**config.mk**
```make
export PLATFORM = sky130hd
export DESIGN_NAME = mstream_ctrl
export DESIGN_NICKNAME = d
export VERILOG_FILES = /design/src/rtl/mstream_pkg.sv /design/src/rtl/mstream_agen.sv /design/src/rtl/mstream_buf.sv /design/src/rtl/mstream_rr.sv /design/src/rtl/mstream_ctrl.sv
export SDC_FILE = /design/constraint.sdc
export NUM_CORES = 1
export LEC_CHECK = 0
export CAP_MARGIN = 25
export CELL_PAD_IN_SITES_DETAIL_PLACEMENT = 0
export CELL_PAD_IN_SITES_GLOBAL_PLACEMENT = 1
export CORE_MARGIN = 10
export CORE_UTILIZATION = 30
export CTS_CLUSTER_DIAMETER = 80
export DETAILED_ROUTE_END_ITERATION = 8
export DONT_BUFFER_PORTS = 1
export PLACE_DENSITY_LB_ADDON = 0.1
export SLEW_MARGIN = 10
export SYNTH_ARGS = -nofsm -noshare
export SYNTH_HDL_FRONTEND = slang
export SYNTH_SLANG_ARGS = --single-unit
```
**constraint.sdc**
```tcl
create_clock -name clk -period 3.3 [get_ports clk]
set_clock_uncertainty 0.1 [all_clocks]
set_input_delay 0.66 -clock clk [delete_from_list [all_inputs] [get_ports clk]]
set_output_delay 0.66 -clock clk [all_outputs]
set_load 0.01 [all_outputs]
```
**src/rtl/mstream_pkg.sv**
```systemverilog
package mstream_pkg;
    typedef enum logic [1:0] {CH_IDLE, CH_RELOAD, CH_RUN, CH_DONE} ch_state_e;
    typedef enum logic [2:0] {M_IDLE, M_SETUP, M_ISSUE, M_WAIT, M_UNPACK} mem_state_e;
endpackage

```
**src/rtl/mstream_agen.sv**
```systemverilog
module mstream_agen
    import mstream_pkg::*;
#(
    parameter int ADDR_W     = 16,
    parameter int CNT_W      = 8,
    parameter int GRAN       = 4,
    parameter int RELOAD_CYC = 3,
    parameter int LANE_W     = 3
) (
    input  logic              clk,
    input  logic              rst_n,
    input  logic              cfg_we,
    input  logic [ADDR_W-1:0] cfg_base,
    input  logic [ADDR_W-1:0] cfg_stride,
    input  logic [CNT_W-1:0]  cfg_count,
    input  logic              space_ok,
    input  logic              take,
    input  logic              fin,
    output logic              req,
    output logic [ADDR_W-1:0] addr,
    output logic [LANE_W-1:0] take_n,
    output logic              done,
    output logic              active
);
    localparam int RW = $clog2(RELOAD_CYC + 1);

    ch_state_e         state, nstate;
    logic [RW-1:0]     rcnt;
    logic [ADDR_W-1:0] step_q;
    logic [CNT_W-1:0]  left;
    logic              inflight;

    always_ff @(posedge clk) begin
        if (!rst_n) state <= CH_IDLE;
        else        state <= nstate;
    end

    always_comb begin
        nstate = state;
        unique case (state)
            CH_IDLE:   nstate = CH_IDLE;
            CH_RELOAD: if (rcnt == '0) nstate = CH_RUN;
            CH_RUN:    if (left == '0 && !inflight) nstate = CH_DONE;
            CH_DONE:   nstate = CH_DONE;
            default:   nstate = CH_IDLE;
        endcase
        if (cfg_we) nstate = CH_RELOAD;
    end

    always_ff @(posedge clk) begin
        if (!rst_n) begin
            rcnt     <= '0;
            addr     <= '0;
            step_q   <= '0;
            left     <= '0;
            inflight <= 1'b0;
        end else if (cfg_we) begin
            rcnt     <= RW'(RELOAD_CYC - 1);
            addr     <= cfg_base;
            step_q   <= cfg_stride;
            left     <= cfg_count;
            inflight <= 1'b0;
        end else begin
            if (state == CH_RELOAD && rcnt != '0) rcnt <= rcnt - 1'b1;
            if (take) begin
                addr     <= addr + step_q;
                left     <= left - CNT_W'(take_n);
                inflight <= 1'b1;
            end else if (fin) begin
                inflight <= 1'b0;
            end
        end
    end

    always_comb begin
        req    = (state == CH_RUN) && (left != '0) && !inflight && space_ok;
        take_n = (left < CNT_W'(GRAN)) ? LANE_W'(left) : LANE_W'(GRAN);
        done   = (state == CH_DONE);
        active = (state != CH_IDLE);
    end

    // checker state: cycles since the last configuration write, saturating
    logic [RW-1:0] since_cfg;
    always_ff @(posedge clk) begin
        if (!rst_n || cfg_we)                 since_cfg <= '0;
        else if (since_cfg < RW'(RELOAD_CYC)) since_cfg <= since_cfg + 1'b1;
    end

    p_reload_gap_r3: assert property (@(posedge clk) disable iff (!rst_n)
        req |-> since_cfg == RW'(RELOAD_CYC));
    p_done_hold_r8: assert property (@(posedge clk) disable iff (!rst_n)
        (done && !cfg_we) |=> done);
    p_take_needs_req_r9: assert property (@(posedge clk) disable iff (!rst_n)
        take |-> req);
endmodule

```
**src/rtl/mstream_buf.sv**
```systemverilog
module mstream_buf #(
    parameter int W     = 8,
    parameter int DEPTH = 8,
    parameter int LVL_W = 4
) (
    input  logic             clk,
    input  logic             rst_n,
    input  logic             push,
    input  logic [W-1:0]     wdata,
    input  logic             pop,
    output logic [W-1:0]     rdata,
    output logic             empty,
    output logic             full,
    output logic [LVL_W-1:0] level
);
    localparam int PW = (DEPTH > 1) ? $clog2(DEPTH) : 1;

    logic [W-1:0]  store [DEPTH];
    logic [PW-1:0] wp, rp;

    always_ff @(posedge clk) begin
        if (push) store[wp] <= wdata;
    end

    always_ff @(posedge clk) begin
        if (!rst_n) begin
            wp    <= '0;
            rp    <= '0;
            level <= '0;
        end else begin
            if (push) wp <= (wp == PW'(DEPTH - 1)) ? '0 : wp + 1'b1;
            if (pop)  rp <= (rp == PW'(DEPTH - 1)) ? '0 : rp + 1'b1;
            if (push && !pop)      level <= level + 1'b1;
            else if (pop && !push) level <= level - 1'b1;
        end
    end

    assign rdata = store[rp];
    assign empty = (level == '0);
    assign full  = (level == LVL_W'(DEPTH));

    p_no_overflow_r9: assert property (@(posedge clk) disable iff (!rst_n)
        push |-> !full);
    p_no_underflow_r9: assert property (@(posedge clk) disable iff (!rst_n)
        pop |-> !empty);
endmodule

```
**src/rtl/mstream_rr.sv**
```systemverilog
module mstream_rr #(
    parameter int N  = 3,
    parameter int IW = 2
) (
    input  logic          clk,
    input  logic          rst_n,
    input  logic [N-1:0]  req,
    input  logic          advance,
    output logic [IW-1:0] gnt_idx,
    output logic          gnt_any
);
    logic [IW-1:0] last;

    always_comb begin
        int cand;
        gnt_any = 1'b0;
        gnt_idx = '0;
        for (int k = 1; k <= N; k++) begin
            cand = (int'(last) + k) % N;
            if (!gnt_any && req[cand]) begin
                gnt_any = 1'b1;
                gnt_idx = IW'(cand);
            end
        end
    end

    always_ff @(posedge clk) begin
        if (!rst_n)                   last <= IW'(N - 1);
        else if (advance && gnt_any)  last <= gnt_idx;
    end

    // fairness checker: grants given to others while a requester waits
    for (genvar r = 0; r < N; r++) begin : g_fair
        logic [IW:0] waited;
        always_ff @(posedge clk) begin
            if (!rst_n || !req[r] || (advance && gnt_any && gnt_idx == IW'(r)))
                waited <= '0;
            else if (advance && gnt_any && waited != '1)
                waited <= waited + 1'b1;
        end
        p_rr_bound_r7: assert property (@(posedge clk) disable iff (!rst_n)
            waited < (IW+1)'(N));
    end
endmodule

```
**src/rtl/mstream_ctrl.sv**
```systemverilog
module mstream_ctrl
    import mstream_pkg::*;
#(
    parameter int NCH        = 2,
    parameter int ADDR_W     = 16,
    parameter int MEM_W      = 32,
    parameter int ELEM_W     = 8,
    parameter int CNT_W      = 8,
    parameter int BUF_DEPTH  = 8,
    parameter int RELOAD_CYC = 3,
    parameter int RAND_OVH   = 3,
    parameter int XFER_CYC   = 2,
    parameter int CH_W       = (NCH > 1) ? $clog2(NCH) : 1
) (
    input  logic                  clk,
    input  logic                  rst_n,
    input  logic                  cfg_we,
    input  logic [CH_W-1:0]       cfg_ch,
    input  logic [ADDR_W-1:0]     cfg_base,
    input  logic [ADDR_W-1:0]     cfg_stride,
    input  logic [CNT_W-1:0]      cfg_count,
    output logic [NCH-1:0]        ch_done,
    output logic                  prologue_done,
    output logic [NCH-1:0]        dp_valid,
    input  logic [NCH-1:0]        dp_pop,
    output logic [NCH*ELEM_W-1:0] dp_data,
    input  logic                  rand_req,
    input  logic [ADDR_W-1:0]     rand_addr,
    output logic                  rand_valid,
    output logic [MEM_W-1:0]      rand_rdata,
    output logic                  mem_req,
    output logic [ADDR_W-1:0]     mem_addr,
    input  logic                  mem_rvalid,
    input  logic [MEM_W-1:0]      mem_rdata
);
    localparam int GRAN   = MEM_W / ELEM_W;
    localparam int NREQ   = NCH + 1;
    localparam int IW     = $clog2(NREQ);
    localparam int LANE_W = $clog2(GRAN + 1);
    localparam int LVL_W  = $clog2(BUF_DEPTH + 1);
    localparam int OMAX   = (RAND_OVH > XFER_CYC) ? RAND_OVH : XFER_CYC;
    localparam int OW     = $clog2(OMAX + 1);

    mem_state_e        mstate, mnext;
    logic [IW-1:0]     gidx_q;
    logic              is_rand_q;
    logic [ADDR_W-1:0] addr_q;
    logic [LANE_W-1:0] lanes_q, lane_q;
    logic [OW-1:0]     ocnt;
    logic [MEM_W-1:0]  word_q;

    logic [NCH-1:0]    ch_req, ch_take, ch_push, ch_fin, ch_active, ch_full, space_ok;
    logic [ADDR_W-1:0] ch_addr   [NCH];
    logic [LANE_W-1:0] ch_take_n [NCH];
    logic [IW-1:0]     gnt_idx;
    logic              gnt_any;
    logic [ELEM_W-1:0] elem;
    logic              last_lane, arb_slot;

    assign arb_slot  = (mstate == M_IDLE);
    assign elem      = word_q[lane_q*ELEM_W +: ELEM_W];
    assign last_lane = (lane_q == lanes_q - 1'b1);

    mstream_rr #(.N(NREQ), .IW(IW)) u_rr (
        .clk(clk), .rst_n(rst_n), .req({rand_req, ch_req}),
        .advance(arb_slot), .gnt_idx(gnt_idx), .gnt_any(gnt_any)
    );

    for (genvar c = 0; c < NCH; c++) begin : g_ch
        logic [LVL_W-1:0] lvl;
        logic             empty;

        assign ch_take[c]  = arb_slot && gnt_any && (gnt_idx == IW'(c));
        assign ch_push[c]  = (mstate == M_UNPACK) && (ocnt == '0) && (gidx_q == IW'(c));
        assign ch_fin[c]   = ch_push[c] && last_lane;
        assign space_ok[c] = (LVL_W'(BUF_DEPTH) - lvl) >= LVL_W'(GRAN);
        assign dp_valid[c] = !empty;

        mstream_agen #(
            .ADDR_W(ADDR_W), .CNT_W(CNT_W), .GRAN(GRAN),
            .RELOAD_CYC(RELOAD_CYC), .LANE_W(LANE_W)
        ) u_agen (
            .clk(clk), .rst_n(rst_n),
            .cfg_we(cfg_we && (cfg_ch == CH_W'(c))),
            .cfg_base(cfg_base), .cfg_stride(cfg_stride), .cfg_count(cfg_count),
            .space_ok(space_ok[c]), .take(ch_take[c]), .fin(ch_fin[c]),
            .req(ch_req[c]), .addr(ch_addr[c]), .take_n(ch_take_n[c]),
            .done(ch_done[c]), .active(ch_active[c])
        );

        mstream_buf #(.W(ELEM_W), .DEPTH(BUF_DEPTH), .LVL_W(LVL_W)) u_buf (
            .clk(clk), .rst_n(rst_n), .push(ch_push[c]), .wdata(elem),
            .pop(dp_pop[c]), .rdata(dp_data[c*ELEM_W +: ELEM_W]),
            .empty(empty), .full(ch_full[c]), .level(lvl)
        );
    end

    // state register
    always_ff @(posedge clk) begin
        if (!rst_n) mstate <= M_IDLE;
        else        mstate <= mnext;
    end

    // next state
    always_comb begin
        mnext = mstate;
        unique case (mstate)
            M_IDLE:   if (gnt_any) mnext = (gnt_idx == IW'(NCH)) ? M_SETUP : M_ISSUE;
            M_SETUP:  if (ocnt == '0) mnext = M_ISSUE;
            M_ISSUE:  mnext = M_WAIT;
            M_WAIT:   if (mem_rvalid) mnext = is_rand_q ? M_IDLE : M_UNPACK;
            M_UNPACK: if (ocnt == '0 && last_lane) mnext = M_IDLE;
            default:  mnext = M_IDLE;
        endcase
    end

    // outputs of the sequencer
    always_comb begin
        mem_req  = (mstate == M_ISSUE);
        mem_addr = addr_q;
    end

    // sequencer working registers
    always_ff @(posedge clk) begin
        if (!rst_n) begin
            gidx_q     <= '0;
            is_rand_q  <= 1'b0;
            addr_q     <= '0;
            lanes_q    <= '0;
            lane_q     <= '0;
            ocnt       <= '0;
            word_q     <= '0;
            rand_valid <= 1'b0;
            rand_rdata <= '0;
        end else begin
            rand_valid <= 1'b0;
            unique case (mstate)
                M_IDLE: if (gnt_any) begin
                    gidx_q    <= gnt_idx;
                    is_rand_q <= (gnt_idx == IW'(NCH));
                    addr_q    <= (gnt_idx == IW'(NCH)) ? rand_addr : ch_addr[gnt_idx];
                    lanes_q   <= (gnt_idx == IW'(NCH)) ? '0 : ch_take_n[gnt_idx];
                    ocnt      <= OW'(RAND_OVH - 1);
                end
                M_SETUP: if (ocnt != '0) ocnt <= ocnt - 1'b1;
                M_ISSUE: ;
                M_WAIT: if (mem_rvalid) begin
                    word_q <= mem_rdata;
                    lane_q <= '0;
                    ocnt   <= OW'(XFER_CYC - 1);
                    if (is_rand_q) begin
                        rand_valid <= 1'b1;
                        rand_rdata <= mem_rdata;
                    end
                end
                M_UNPACK: if (ocnt == '0) begin
                    ocnt   <= OW'(XFER_CYC - 1);
                    lane_q <= lane_q + 1'b1;
                end else begin
                    ocnt <= ocnt - 1'b1;
                end
                default: ;
            endcase
        end
    end

    // prologue tracking
    logic [NCH-1:0] primed;
    assign primed = ~ch_active | ch_full | ch_done;
    always_ff @(posedge clk) begin
        if (!rst_n || cfg_we)                      prologue_done <= 1'b0;
        else if ((&primed) && (|ch_active))        prologue_done <= 1'b1;
    end

    // checker: outstanding read
    logic pend;
    always_ff @(posedge clk) begin
        if (!rst_n)          pend <= 1'b0;
        else if (mem_req)    pend <= 1'b1;
        else if (mem_rvalid) pend <= 1'b0;
    end

    p_single_issue_r5: assert property (@(posedge clk) disable iff (!rst_n)
        mem_req |=> !mem_req);
    p_one_outstanding_r5: assert property (@(posedge clk) disable iff (!rst_n)
        mem_req |-> !pend);
    p_onehot_push_r6: assert property (@(posedge clk) disable iff (!rst_n)
        $onehot0(ch_push));
    if (XFER_CYC >= 2) begin : g_gap
        p_push_spacing_r6: assert property (@(posedge clk) disable iff (!rst_n)
            (|ch_push) |=> !(|ch_push));
    end
    p_prologue_needs_work_r10: assert property (@(posedge clk) disable iff (!rst_n)
        $rose(prologue_done) |-> $past(|ch_active));
endmodule

```
* After elaboration in Yosys (flattened, before gate mapping)
Memory sizes are Yosys's and may differ from the RTL's. A register that Yosys moved wholly into a read port is not among the register bits.
Index checks and enable logic that the tools add are counted.
** Word-level totals
- Bits of input ports :: 96
- Register bits :: 208
- Word-level logic and storage cells :: 275
- Bits in writable memories :: 128
- Memories kept :: 2
- Output and inout bits :: 71
** Memories
- g_ch[0].u_buf.store :: words 8, width 8, read ports 1, clocked after memory_dff 1, write ports 1, line mstream_buf.sv:18 : logic [W-1:0] store [DEPTH];
- g_ch[1].u_buf.store :: words 8, width 8, read ports 1, clocked after memory_dff 1, write ports 1, line mstream_buf.sv:18
** Operators by class
- Add/subtract/negate cells :: 22
- Reduce and logical (&&, ||, !) cells :: 84
- Magnitude comparators :: 8
- Muxes and demuxes :: 81
- Bitwise logic cells :: 6
- Divide/modulo/power cells :: 3
- Eq/ne operators :: 34
- Shift operators :: 1
** Operator list (count)
- $mux W16 :: 8
- $lt A32 B4 Y1 const B :: 3
- $mod A32 B3 Y32 const B :: 3
- $mux W3 :: 21
- $add A16 B16 Y16 :: 2
- $mux W2 :: 16
- $mux W8 :: 4
- $shiftx A32 B7 Y8 :: 1
- $logic_and A1 B1 Y1 :: 28
- $reduce_bool A2 Y1 :: 14
- $pmux W2 S4 :: 3
- $mux W1 :: 20
- $logic_not A8 Y1 :: 2
- $lt A8 B3 Y1 const B :: 2
- $mux W4 :: 4
- $reduce_bool A8 Y1 :: 2
- $sub A8 B3 Y8 :: 2
- $add A3 B1 Y3 const B :: 5
- $eq A3 B3 Y1 const B :: 5
- $pmux W3 S5 :: 1
- $logic_not A2 Y1 :: 7
- $reduce_and A2 Y1 :: 7
- $ne A2 B1 Y1 const B :: 6
- $ne A3 B1 Y1 const B :: 4
- other kinds (30) :: 69

* Longest topological paths before layout
- Depth in word-level cells :: 19
- Gate-level depth with buffers :: 15
- Mapped depth without buffers :: 14

* By module
A second synthesis with hierarchy kept.
** Second synthesis, totals
- Cell total of the unflattened synthesis :: 1565
- Area, all modules :: 16641.0 µm²
** By module, submodules not included
- mstream_buf :: instances 2, area each 3134.3 µm², sequential area each 2182.1 µm², cells an instance 167
- mstream_agen :: instances 2, area each 2788.9 µm², sequential area each 900.9 µm², cells an instance 337
- mstream_ctrl :: instances 1, area each 4523.1 µm², sequential area each 1921.8 µm², cells an instance 521
- mstream_rr :: instances 1, area each 271.5 µm², sequential area each 40.0 µm², cells an instance 36

* Least setup slack after synthesis
OpenSTA, ideal clock, no wires.
- Path type :: register to output
- Start point :: register with a tool-made name
- End point :: output dp_data[0]
- Cell stages (with the launch flop) :: 5
- Arrival :: 2.064 ns
- Data required time :: 2.540 ns
- Path buffers :: 2
- Setup slack :: 0.476 ns
- Cells stage by stage :: dfxtp_1 > clkbuf_1 > buf_1 > mux4_2 > mux2_2
** RTL lines
- end, declared :: line mstream_ctrl.sv:26 : output logic [NCH*ELEM_W-1:0] dp_data,

==> flow_summary.toml <==
[run_status]
outcome = "finished clean"

[setup_path]
regToRegSetupSlack_ns = 0.27
worstPathMaxFanout = 18
crit_path_start_kind = "register"
crit_type = "register to register"
critical_path.reg2reg.endpoint = "g_ch[0].u_agen.left[2]"
critical_path.endpoint = "g_ch[0].u_agen.left[2]"
critical_path.reg2reg.startpoint = "gidx_q[0]"
rr_worst_depth = 9
critical_path.endpoint_type = "register"
cp-startpoint = "gidx_q[0]"
critPathArrivalTime_ns = 3.41
critPathRequiredTime_ns = 3.68

[logic_synthesis]
synth.yosys.warnings = 0
yosysUniqueCellTypes = 71
synth_flop_cell = "dfxtp_1"
synth_top_area_cell = "dfxtp_1"
syn-cell-area_mm2 = 0.0154
syn_inst = 1473
postSynth.asyncResetShare = 0
syn_avg_cell_area_um2 = 10.4
synth.area.top_cells = "dfxtp_1, edfxtp_1, mux4_2, nand2_1, a21oi_1"
netlist.area_leader.share = 0.278
seq_area_frac_synth = 0.528
ys_ff_latch = 341
synth_enable_flop_cells = 128

[timing]
finalSetupViolations = 0
hold_violation_count_in_the_final_report = 0
unrepaired_setup_endpoints_after_global_routing = "no"
tns_ns = 0
fin_ws_ns = 0.271
hold_slack_ns = 0.0752
maxSlewHeadroom = 0.452
worst-slew-pin-transition_ns = 0.816
timing.final.crit_share = 0.918
maxSlewViolCount = 0
timing.final.crit_period_ns = 3.03
timing.fmax_ghz = 0.330

[clocking]
worst_case_clock_buffer_depth = 3
hold_buffer_count_at_cts = 0
cts_setup_buffers = 0
tritoncts = "yes"
clk_transition_reported_paths_ns = 0.06
clkSinkCount = 341
tritoncts.num_buffers = 43
post_cts.resized_instances = 0
cts.root.buffer_cell = "clkbuf_16"
cts_htree_levels = 2
clock_insertion_delay_worst_skew_ns = 0.57

[place]
dpl_worst_slack_ns = 0.311
dpl-instance-area_mm2 = 0.0163
port_buffers = 0
hpwlAfterDp_mm = 32.8
dp.cells = 2116
place.gp.congestion = 0.811

[floorplanning]
core-area_mm2 = 0.0504
ioPinCount = 167
starting_density_of_the_core = 0.305
fp-row-count = 82
die_w_um = 246
design.die.area_mm2 = 0.0606
chip_height_um = 246

[route]
vias = 11000
wire_per_inst_um = 20.8
drtAntennaViolNets = 0
number_of_violations_reported_at_the_end_of_detailed_routing_iteration_0 = 589
detailedRoute.firstPassIterationCount = 4
vias_per_cell = 5.02
remaining_drc_errors = 0
drt_wl_total_mm = 45.6

[job]
cap_viol_max_count = 0

[layout]
fraction_of_layout_cells_with_a_size_suffix_above_1 = 0.130
nNetsFinal = 1643
cell_area_after_layout_mm2 = 0.0176
final-instance-count-excl-fill = 2191
layout-area-overhead-vs-synth_pct = 14.9

[global_route]
vias_in_the_first_global_route = 11200
grt_max_degree = 67
global_route_total_overflow = 0
wire_length_of_the_first_global_routing_pass_mm = 70.0
number_of_antenna_violations_at_the_first_check_in_global_routing = 6
groute.usage.overall = 0.149

[worst_hold_path]
hp-class = "input port to register"
min_from = "cfg_we"

[power]
power.ir.vdd_worst_v = 0.000316
power_density_mw_per_mm2 = 619
power.leakage_nw = 6.34
sequential cells by signal, summed over array words and instances, names as in the netlist, named ones only:
signal and flops:
g_ch.u_buf.level 8, ocnt 2, g_ch.u_agen.rcnt 4, g_ch.u_agen.state 4, mem_addr 16, gidx_q 2, u_rr.last 1, is_rand_q 1
prologue_done 1, rand_rdata 32, lane_q 3, g_ch.u_buf.wp 6, g_ch.u_agen.step_q 32, lanes_q 3, g_ch.u_agen.addr 32, g_ch.u_agen.inflight 2
word_q 32, g_ch.u_buf.rp 6, g_ch.u_agen.left 16, rand_valid 1, mstate 3, g_ch.u_buf.store 128
metal layers:
metal / vias up / wire length (um) / track usage
met5: - / 65 / 0
met2: 187 / 22100 / 0.252
met3: 68 / 3140 / 0.0519
li1: 5426 / - / -
met4: 10 / 1110 / 0.0467
met1: 5302 / 19200 / 0.175
kinds of logic (layout without fill, tap and decap cells):
family / Yosys count / count (layout) / share of synthesized area
other cells: 1 / 3 / 0.000244
fa+ha+maj: 58 / 58 / 0.0492
mux: 64 / 64 / 0.0757
flops: 341 / 341 / 0.528
compound gates: 378 / 378 / 0.153
simple gates: 460 / 460 / 0.136
buf+inv: 128 / 172 / 0.0336
xor+xnor: 43 / 43 / 0.0245
critical path: stages (launching register included):
cell and delay [ns]:
dfxtp_1 0.38, inv_1 0.07, ha_1 0.38, and2_0 0.27
o21ai_1 0.35, and4_4 0.43, nand2_1 0.22, buf_12 0.21
a2111o_1 0.38, a31oi_1 0.15
placed cells by master, fill, tap and decap left out, types with 10 or more instances in the layout:
| cell type | instances |
|---|---|
| dfxtp_1 | 213 |
| a31oi_1 | 32 |
| xor2_1 | 21 |
| clkbuf_16 | 43 |
| buf_4 | 55 |
| a22oi_1 | 14 |
| nor2_1 | 81 |
| inv_1 | 40 |
| a22o_1 | 33 |
| a211oi_1 | 11 |
| xnor2_1 | 22 |
| mux4_2 | 40 |
| o211ai_1 | 10 |
| mux2_2 | 17 |
| nor2b_1 | 13 |
| nor3_1 | 35 |
| ha_1 | 54 |
| and3_1 | 10 |
| nor3b_1 | 10 |
| o21ai_0 | 74 |
| edfxtp_1 | 128 |
| a21oi_1 | 143 |
| nand3_1 | 20 |
| nand2_1 | 231 |
worst min-delay path by stage:
stage                     slack [ns]  depth (start not counted)             to
after floorplan                 0.33                          2     word_q[16]
after global placement          0.34                          2     word_q[12]
after detailed placement        0.35                          2     word_q[11]
after CTS                       0.04                          1  prologue_done
after global routing            0.04                          1  prologue_done
final                           0.08                          1  prologue_done
through the flow:
| step | power [mW] | utilization |
|---|---|---|
| 4_1_cts | 11.1 | 0.350 |
| 6_report | 10.9 | 0.350 |
| 5_1_grt | 11.5 | 0.350 |
| 3_5_place_dp | 6.53 | 0.324 |
| 2_1_floorplan | 6.01 | - |
| 3_3_place_gp | 6.53 | 0.323 |
area by class of cell:
cell class,count,area (um2)
antenna,1,2.50
sequential,341,8110
multi-input combinational,1005,6750
clock inverter,17,154
fill,5109,32700
tap,672,841
inverter,41,156
clock buffer,57,1180
timing repair buffer,57,453
power by group:
group / switching [mW] / leakage (nW) / total, mW / internal [mW]
combinational: 0.983 / 2.76 / 1.58 / 0.596
clock: 1.85 / 0.653 / 4.51 / 2.66
sequential: 0.236 / 2.93 / 4.84 / 4.60
synthesized netlist by cell type, drive strengths merged, types with 12 or more instances:
library cell,count
a211oi,12
a21oi,144
a22o,33
a22oi,14
a31oi,32
buf,25
clkbuf,62
dfxtp,213
edfxtp,128
ha,54
inv,41
mux2,17
mux4,40
nand2,232
nand3,21
nor2,82
nor2b,14
nor3,37
o21ai,77
xnor2,22
xor2,21
Power figures use the tool's default switching activity.
